## config.mk

```make
export PLATFORM = sky130hd
export DESIGN_NAME = raw_irq_status
export DESIGN_NICKNAME = d
export VERILOG_FILES = /design/src/rtl/raw_irq_status.sv
export SDC_FILE = /design/constraint.sdc
export NUM_CORES = 1
export LEC_CHECK = 0
export CAP_MARGIN = 10
export CORE_ASPECT_RATIO = 0.8
export CORE_MARGIN = 2
export CORE_UTILIZATION = 23
export CTS_CLUSTER_SIZE = 28
export DETAILED_ROUTE_END_ITERATION = 10
export HOLD_SLACK_MARGIN = 0.05
export PLACE_DENSITY_LB_ADDON = 0.1
export SYNTH_ARGS = -nofsm -noshare
export SYNTH_HDL_FRONTEND = slang
export SYNTH_SLANG_ARGS = --single-unit
```

## constraint.sdc

```tcl
create_clock -name clk -period 1.42 [get_ports clk]
set_input_delay 0.142 -clock clk [delete_from_list [all_inputs] [get_ports clk]]
set_output_delay 0.142 -clock clk [all_outputs]
set_load 0.005 [all_outputs]
```

## src/rtl/raw_irq_status.sv

```systemverilog
module raw_irq_status #(
  parameter int DATA_W = 32,
  parameter int ADDR_W = 8,
  parameter logic [ADDR_W-1:0] REG_OFFSET = 'h58,
  parameter logic [DATA_W-1:0] LIVE_BITS = 'h36F
) (
  input  logic              clk,
  input  logic              rst_n,
  input  logic [ADDR_W-1:0] bus_addr,
  input  logic              bus_wr,
  input  logic              bus_rd,
  input  logic [DATA_W-1:0] bus_wdata,
  output logic [DATA_W-1:0] bus_rdata,
  input  logic [DATA_W-1:0] evt_pulse,
  input  logic [DATA_W-1:0] clr_pulse
);

  logic [DATA_W-1:0] status_q;
  logic [DATA_W-1:0] set_vec;
  logic              hit;

  assign hit     = (bus_addr == REG_OFFSET);
  assign set_vec = (evt_pulse | (bus_wr && hit ? bus_wdata : '0)) & LIVE_BITS;

  always_ff @(posedge clk or negedge rst_n) begin
    if (!rst_n) status_q <= '0;
    else        status_q <= ((status_q & ~clr_pulse) | set_vec) & LIVE_BITS;
  end

  always_ff @(posedge clk or negedge rst_n) begin
    if (!rst_n)            bus_rdata <= '0;
    else if (bus_rd && hit) bus_rdata <= status_q;
    else                   bus_rdata <= '0;
  end


  hold_until_clear_chk: assert property (@(posedge clk) disable iff (!rst_n)
    ((($past(status_q) & ~$past(clr_pulse)) & ~status_q) == '0));


  event_capture_chk: assert property (@(posedge clk) disable iff (!rst_n)
    ((($past(evt_pulse) & LIVE_BITS) & ~status_q) == '0));


  write_set_chk: assert property (@(posedge clk) disable iff (!rst_n)
    $past(bus_wr && bus_addr == REG_OFFSET) |->
      ((($past(bus_wdata) & LIVE_BITS) & ~status_q) == '0));


  no_spurious_set_chk: assert property (@(posedge clk) disable iff (!rst_n)
    ((status_q & ~$past(status_q) & ~$past(evt_pulse) &
      ~($past(bus_wr && bus_addr == REG_OFFSET) ? $past(bus_wdata) : '0)) == '0));


  read_return_chk: assert property (@(posedge clk) disable iff (!rst_n)
    $past(bus_rd && bus_addr == REG_OFFSET) |-> (bus_rdata == $past(status_q)));


  reserved_zero_chk: assert property (@(posedge clk) disable iff (!rst_n)
    ((bus_rdata & ~LIVE_BITS) == '0));

endmodule

```

==> qor.txt, run 1 <==
Hold Buf Count CTS - 0
CTS tree - yes
CTS HTree Levels - 1
Setup Buffers After CTS - 0
yosys warns - 0
Clock Pin Slew Worst Setup and Hold Paths - 0.06 ns
antenna violations before repair - 0
Setup Viol. Count Final - 0
CTS root buffer - clkbuf_8
Mean Syn Cell Area - 11.6 sq um
Post-Syn Area - 825 sq um
Syn-to-layout area delta - 51.7%
Die Y-Extent - 57.6 microns
min cycle time layout - 1.29 ns
crit path max fanout - 7
Total Neg Setup Slack - 0 ns
via count - 599
Highest Clock Rate - 778 MHz
peak supply drop - 0.238 mV
initial core utilization - 24.1%
die area - 4080 sq um
post-CTS sizing - 0
Final ANT Viol Nets - 0
TritonCTS buffer count - 3
M2 GR Usage - 12.7%
GRT overflow - 0
IO Count - 140
number of cell rows - 19
RePlAce Congestion - 0.715
Post-Synthesis Cells - 71
Worst Path Required - 1.54 ns
register area share after synthesis - 48.6%
placed insts - 155
Routed WL - 1.61 mm
Leak Pwr - 0.570 nW
ratio of cells with drive above 1 in the final layout - 12.1%
Power Dens Cells - 766 nW/um^2
max-slew violation count - 0
Layout Skew - 0.000292 ns
NumNets Final - 226
placed cell areas - 1210 sq um
DRC - 0
CP arrival - 1.41 ns
Setup CP Type - input port to register
vias in the first global route - 599
Distinct cells, synth - 13
first-pass GRT wire length - 2.56 mm
part of the cycle the worst path needs - 90.5%
Vias/cell - 3.79
global route hottest layer - met2
diodes inserted - 0
GRT met1 Usage - 9.87%
Initial DRC Count - 3
grt met3 use - 2.30%
crit path launch type - input port
#FFs+latches synth - 16
Longest Clk Path Bufs - 2
Core Region - 3420 sq um
crit end category - register
Design Area, Final - 1250 sq um
max_cap viols - 0
DRT Pass-1 Iters - 2
gr usage total - 8.06%
Die W - 70.9 microns
Avg WL per Cell - 10.2 microns
status - completed
unrepaired setup endpoints after global routing - no
Port Buffers - 43
# fillers - 369
Post-Layout Cell Count - 158
CTS sink count - 16
power consumption - 0.959 mW
Hold Worst Slack - 0.216 ns
Hold Fails Final Rpt - 0
Skew-Pair Late Insertion Delay - 0.24 ns
worst min path class - input port to async pin
largest net degree at the start of global routing - 17
-- per-stage QoR --
step | utilization [%] | setup WS (ns)
after floorplan | - | 0.272
after global placement | 35.3 | -0.122
after detailed placement | 35.3 | -0.134
after CTS | 36.5 | 0.125
after global routing | 36.5 | 0.0507
final | 36.5 | 0.135
-- logic make-up (layout without fill, tap and decap cells) --
kind of cell	Yosys count	in the layout	synth area share [%]
AO/OA/AOI/OAI	8	8	10.2
buffers and inverters	27	49	25.0
flip-flops	16	16	48.6
other	1	24	0.455
AND/OR/NAND/NOR	19	19	15.8
-- critical path, cell delays in order --
cell             delay (ns)
clkdlybuf4s50_1        0.39
nor4bb_1               0.13
and4b_1                0.21
buf_4                  0.16
a311o_2                0.37
-- flip-flops by register name, summed over array words and instances, names as in the netlist --
name / flops
status_q: 8
bus_rdata: 8
-- cell type report --
cell class / count / area, sq um / share of cell area (%)
multi-input combinational: 51 / 304 / 24.3
timing repair buffer: 46 / 453 / 36.2
clock buffer: 3 / 41.3 / 3.30
tap: 42 / 52.6 / 4.20
sequential: 16 / 400 / 32.0
-- cell usage after synthesis --
cell type | instances | area (sq um)
and3_2 | 5 | 37.5
a311o_1 | 5 | 50.1
buf_1 | 1 | 3.75
buf_6 | 2 | 22.5
and4b_1 | 1 | 10.0
dfrtp_1 | 16 | 400
nor2b_1 | 8 | 50.1
nor4bb_1 | 1 | 10.0
a311o_2 | 3 | 33.8
conb_1 | 1 | 3.75
buf_4 | 24 | 180
and3_1 | 3 | 18.8
nor2_1 | 1 | 3.75
-- final timing paths --
check	end	slack (ns)	cells past startpoint	start
max in group asynchronous	status_q[6]	1.03	2	rst_n
worst min register to register	bus_rdata[1]	0.51	1	status_q[1]
worst max-delay path	status_q[0]	0.13	5	bus_addr[6]
min in group clk	status_q[3]	0.48	2	evt_pulse[3]
worst max register to register	status_q[0]	0.46	2	status_q[0]
worst min-delay path	bus_rdata[3]	0.22	2	rst_n
-- cell usage in the layout, fill, tap and decap left out --
master / netlist / routed
conb_1: 1 / 24
dfrtp_1: 16 / 16
nor4bb_1: 1 / 1
clkdlybuf4s50_1: 0 / 43
buf_4: 24 / 3
a311o_2: 3 / 3
a311o_1: 5 / 5
and3_2: 5 / 5
nor2b_1: 8 / 8
nor2_1: 1 / 1
and3_1: 3 / 3
and4b_1: 1 / 1
clkbuf_8: 0 / 3
-- power breakdown --
group	total, mW	switching (mW)	leakage (nW)	internal, mW
Sequential	0.479	0.00674	0.198	0.472
Combinational	0.157	0.0497	0.350	0.108
Clock	0.323	0.136	0.0216	0.187
-- per-layer routing --
layer | share of wire [%] | vias to the layer above
met4 | 1.7 | 0
met3 | 13 | 2
li1 | - | 287
met2 | 44 | 44
met5 | 0 | -
met1 | 41 | 266
Note: power is estimated with default switching activity, not from simulation.
==> run 2, diff against run 1 <==
- CELL_PAD_IN_SITES_DETAIL_PLACEMENT: not set -> 2
- CELL_PAD_IN_SITES_GLOBAL_PLACEMENT: not set -> 2
- CORE_UTILIZATION: 23 -> 10
- GPL_ROUTABILITY_DRIVEN: not set -> 0
- MAX_ROUTING_LAYER: not set -> met4
==> qor.txt, run 2 (same netlist as run 1, synthesis figures left out) <==
status - completed
Hold Buf Count CTS - 0 (unchanged)
CP delay by family, top - buffers and inverters
Port Buffers - 43 (unchanged)
commonest non-fill, non-tap cell in the layout - clkdlybuf4s50_1
min cycle time layout - 1.31 ns (+0.0224 ns)
Met2 Wirelength - 1.10 mm (+54%)
CTS sink count - 16 (unchanged)
initial core utilization - 10.3% (-14 points)
crit path max fanout - 16 (+9)
slowest stage delay, CP - 0.40 ns (about the same)
CP Cell Sequence - clkdlybuf4s50_1 -> nor4bb_1 -> and4b_1 -> buf_12 -> a311o_2
TritonCTS buffer count - 3 (unchanged)
NumNets Final - 226 (unchanged)
Power Dens Cells - 779 nW/um^2 (+1.7%)
Hold Fails Final Rpt - 0 (unchanged)
Worst Path Required - 1.55 ns (about the same)
vias in the first global route - 671 (+12%)
Slowest-stage cell, CP - clkdlybuf4s50_1
Clock Pin Slew Worst Setup and Hold Paths - 0.07 ns (about the same)
Clock Power Share - 39.1% (+5.4 points)
final core occ - 17.0% (-20 points)
Initial DRC Count - 4 (+1)
CTS HTree Levels - 1 (unchanged)
largest net degree at the start of global routing - 17 (unchanged)
worst min path class - input port to async pin
first-pass GRT wire length - 3.62 mm (+42%)
peak supply drop - 0.284 mV (+19%)
Layout Skew - 0.00608 ns (+0.00579 ns)
Setup Viol. Count Final - 0 (unchanged)
crit path launch type - input port
R2R cell count - 2 (unchanged)
max-slew violation count - 0 (unchanged)
IO Count - 140 (unchanged)
crit end category - register
Highest Clock Rate - 765 MHz (-1.7%)
Routed WL - 2.50 mm (+55%)
part of the cycle the worst path needs - 92.1% (+1.6 points)
combinational power share - 15.7% (-0.7 points)
unrepaired setup endpoints after global routing - no
diodes inserted - 0 (unchanged)
CTS root buffer - clkbuf_8
Switch Pwr - 0.233 mW (+21%)
internal power - 0.827 mW (+7.9%)
placed cell areas - 1310 sq um (+7.9%)
Longest Clk Path Bufs - 2 (unchanged)
largest registers - bus_rdata (8), status_q (8)
CP arrival - 1.44 ns (+0.03 ns)
Final ANT Viol Nets - 0 (unchanged)
post-CTS sizing - 0 (unchanged)
Post-Route M1 WL - 1.13 mm (+72%)
gr usage total - 5.48% (-2.6 points)
Vias/cell - 2.86 (-25%)
Sequential Power Share - 45.1% (-4.8 points)
metal3 WL - 269 microns (+29%)
power consumption - 1.06 mW (+11%)
Total Neg Setup Slack - 0 ns (unchanged)
Hold Worst Slack - 0.223 ns (+0.00724 ns)
Setup Buffers After CTS - 0 (unchanged)
CTS tree - yes
Buf+Inv Stages, Crit Path - 2 (unchanged)
antenna violations before repair - 0 (unchanged)
Avg WL per Cell - 11.1 microns (+9.0%)
via count - 644 (+7.5%)
number of cell rows - 29 (+10)
Die Y-Extent - 85.2 microns (+48%)
die area - 8990 sq um (+120%)
Syn-to-layout area delta - 64.9%
Setup CP Type - input port to register
max_cap viols - 0 (unchanged)
Leak Pwr - 0.579 nW (+1.6%)
Core Region - 7980 sq um (+130%)
Die W - 106 microns (+49%)
DR top layer - met3
ratio of cells with drive above 1 in the final layout - 12.8% (+0.75 points)
Sw Ratio - 22.0% (+1.9 points)
most frequent cells in the layout - 43 x clkdlybuf4s50_1, 24 x conb_1, 16 x dfrtp_1
Skew-Pair Late Insertion Delay - 0.25 ns (about the same)
Crit path depth - 5 (unchanged)
DRC - 0 (unchanged)
DRT Pass-1 Iters - 4 (+2)
Design Area, Final - 1360 sq um (+8.7%)
GRT overflow - 0 (unchanged)
-- run 2: cell types whose count changed in the layout (fill, tap and decap cells not counted) --
cell      before  now
buf_12         0    1
clkbuf_8       3    4
buf_4          3    2
-- run 2: metrics by stage --
step	setup slack, ns	instances
after detailed placement	-0.186	221
after global routing	0.0645	225
final	0.112	225
after global placement	-0.140	221
after CTS	0.0839	225
after floorplan	0.272	94
-- run 2: worst reg2reg max path, stage by stage, from the launching register on --
cell and delay (ns):
dfrtp_1 0.38, nor2b_1 0.13, a311o_2 0.34
-- run 2: path summary, 6_finish.rpt --
path	endpoint	from	slack, ns
max	status_q[0]	bus_addr[6]	0.11
max in group asynchronous	status_q[0]	rst_n	1.00
max reg2reg	status_q[0]	status_q[0]	0.46
min reg2reg	bus_rdata[1]	status_q[1]	0.50
min in group clk	status_q[3]	evt_pulse[3]	0.47
min	status_q[9]	rst_n	0.22
-- run 2: power by group through the flow --
stage | clock (mW) | combinational [mW] | sequential [mW]
after floorplan | 0 | 0.0931 | 0.484
after global placement | 0 | 0.168 | 0.486
after detailed placement | 0 | 0.169 | 0.487
after CTS | 0.442 | 0.170 | 0.478
after global routing | 0.466 | 0.183 | 0.480
final | 0.415 | 0.167 | 0.478
-- run 2: final cells by class --
| class | count | area, sq um |
|---|---|---|
| Sequential cell | 16 | 400 |
| Tap cell | 108 | 135 |
| Multi-Input combinational cell | 51 | 304 |
| Timing Repair Buffer | 46 | 465 |
| Fill cell | 943 | 6620 |
| Clock buffer | 4 | 55.1 |
-- run 2: routing by layer --
metal / vias up / track usage [%]
li1: 288 / -
met1: 313 / 6.49
met2: 43 / 8.62
met3: 0 / 2.76
met4: 0 / 0.718
met5: - / -
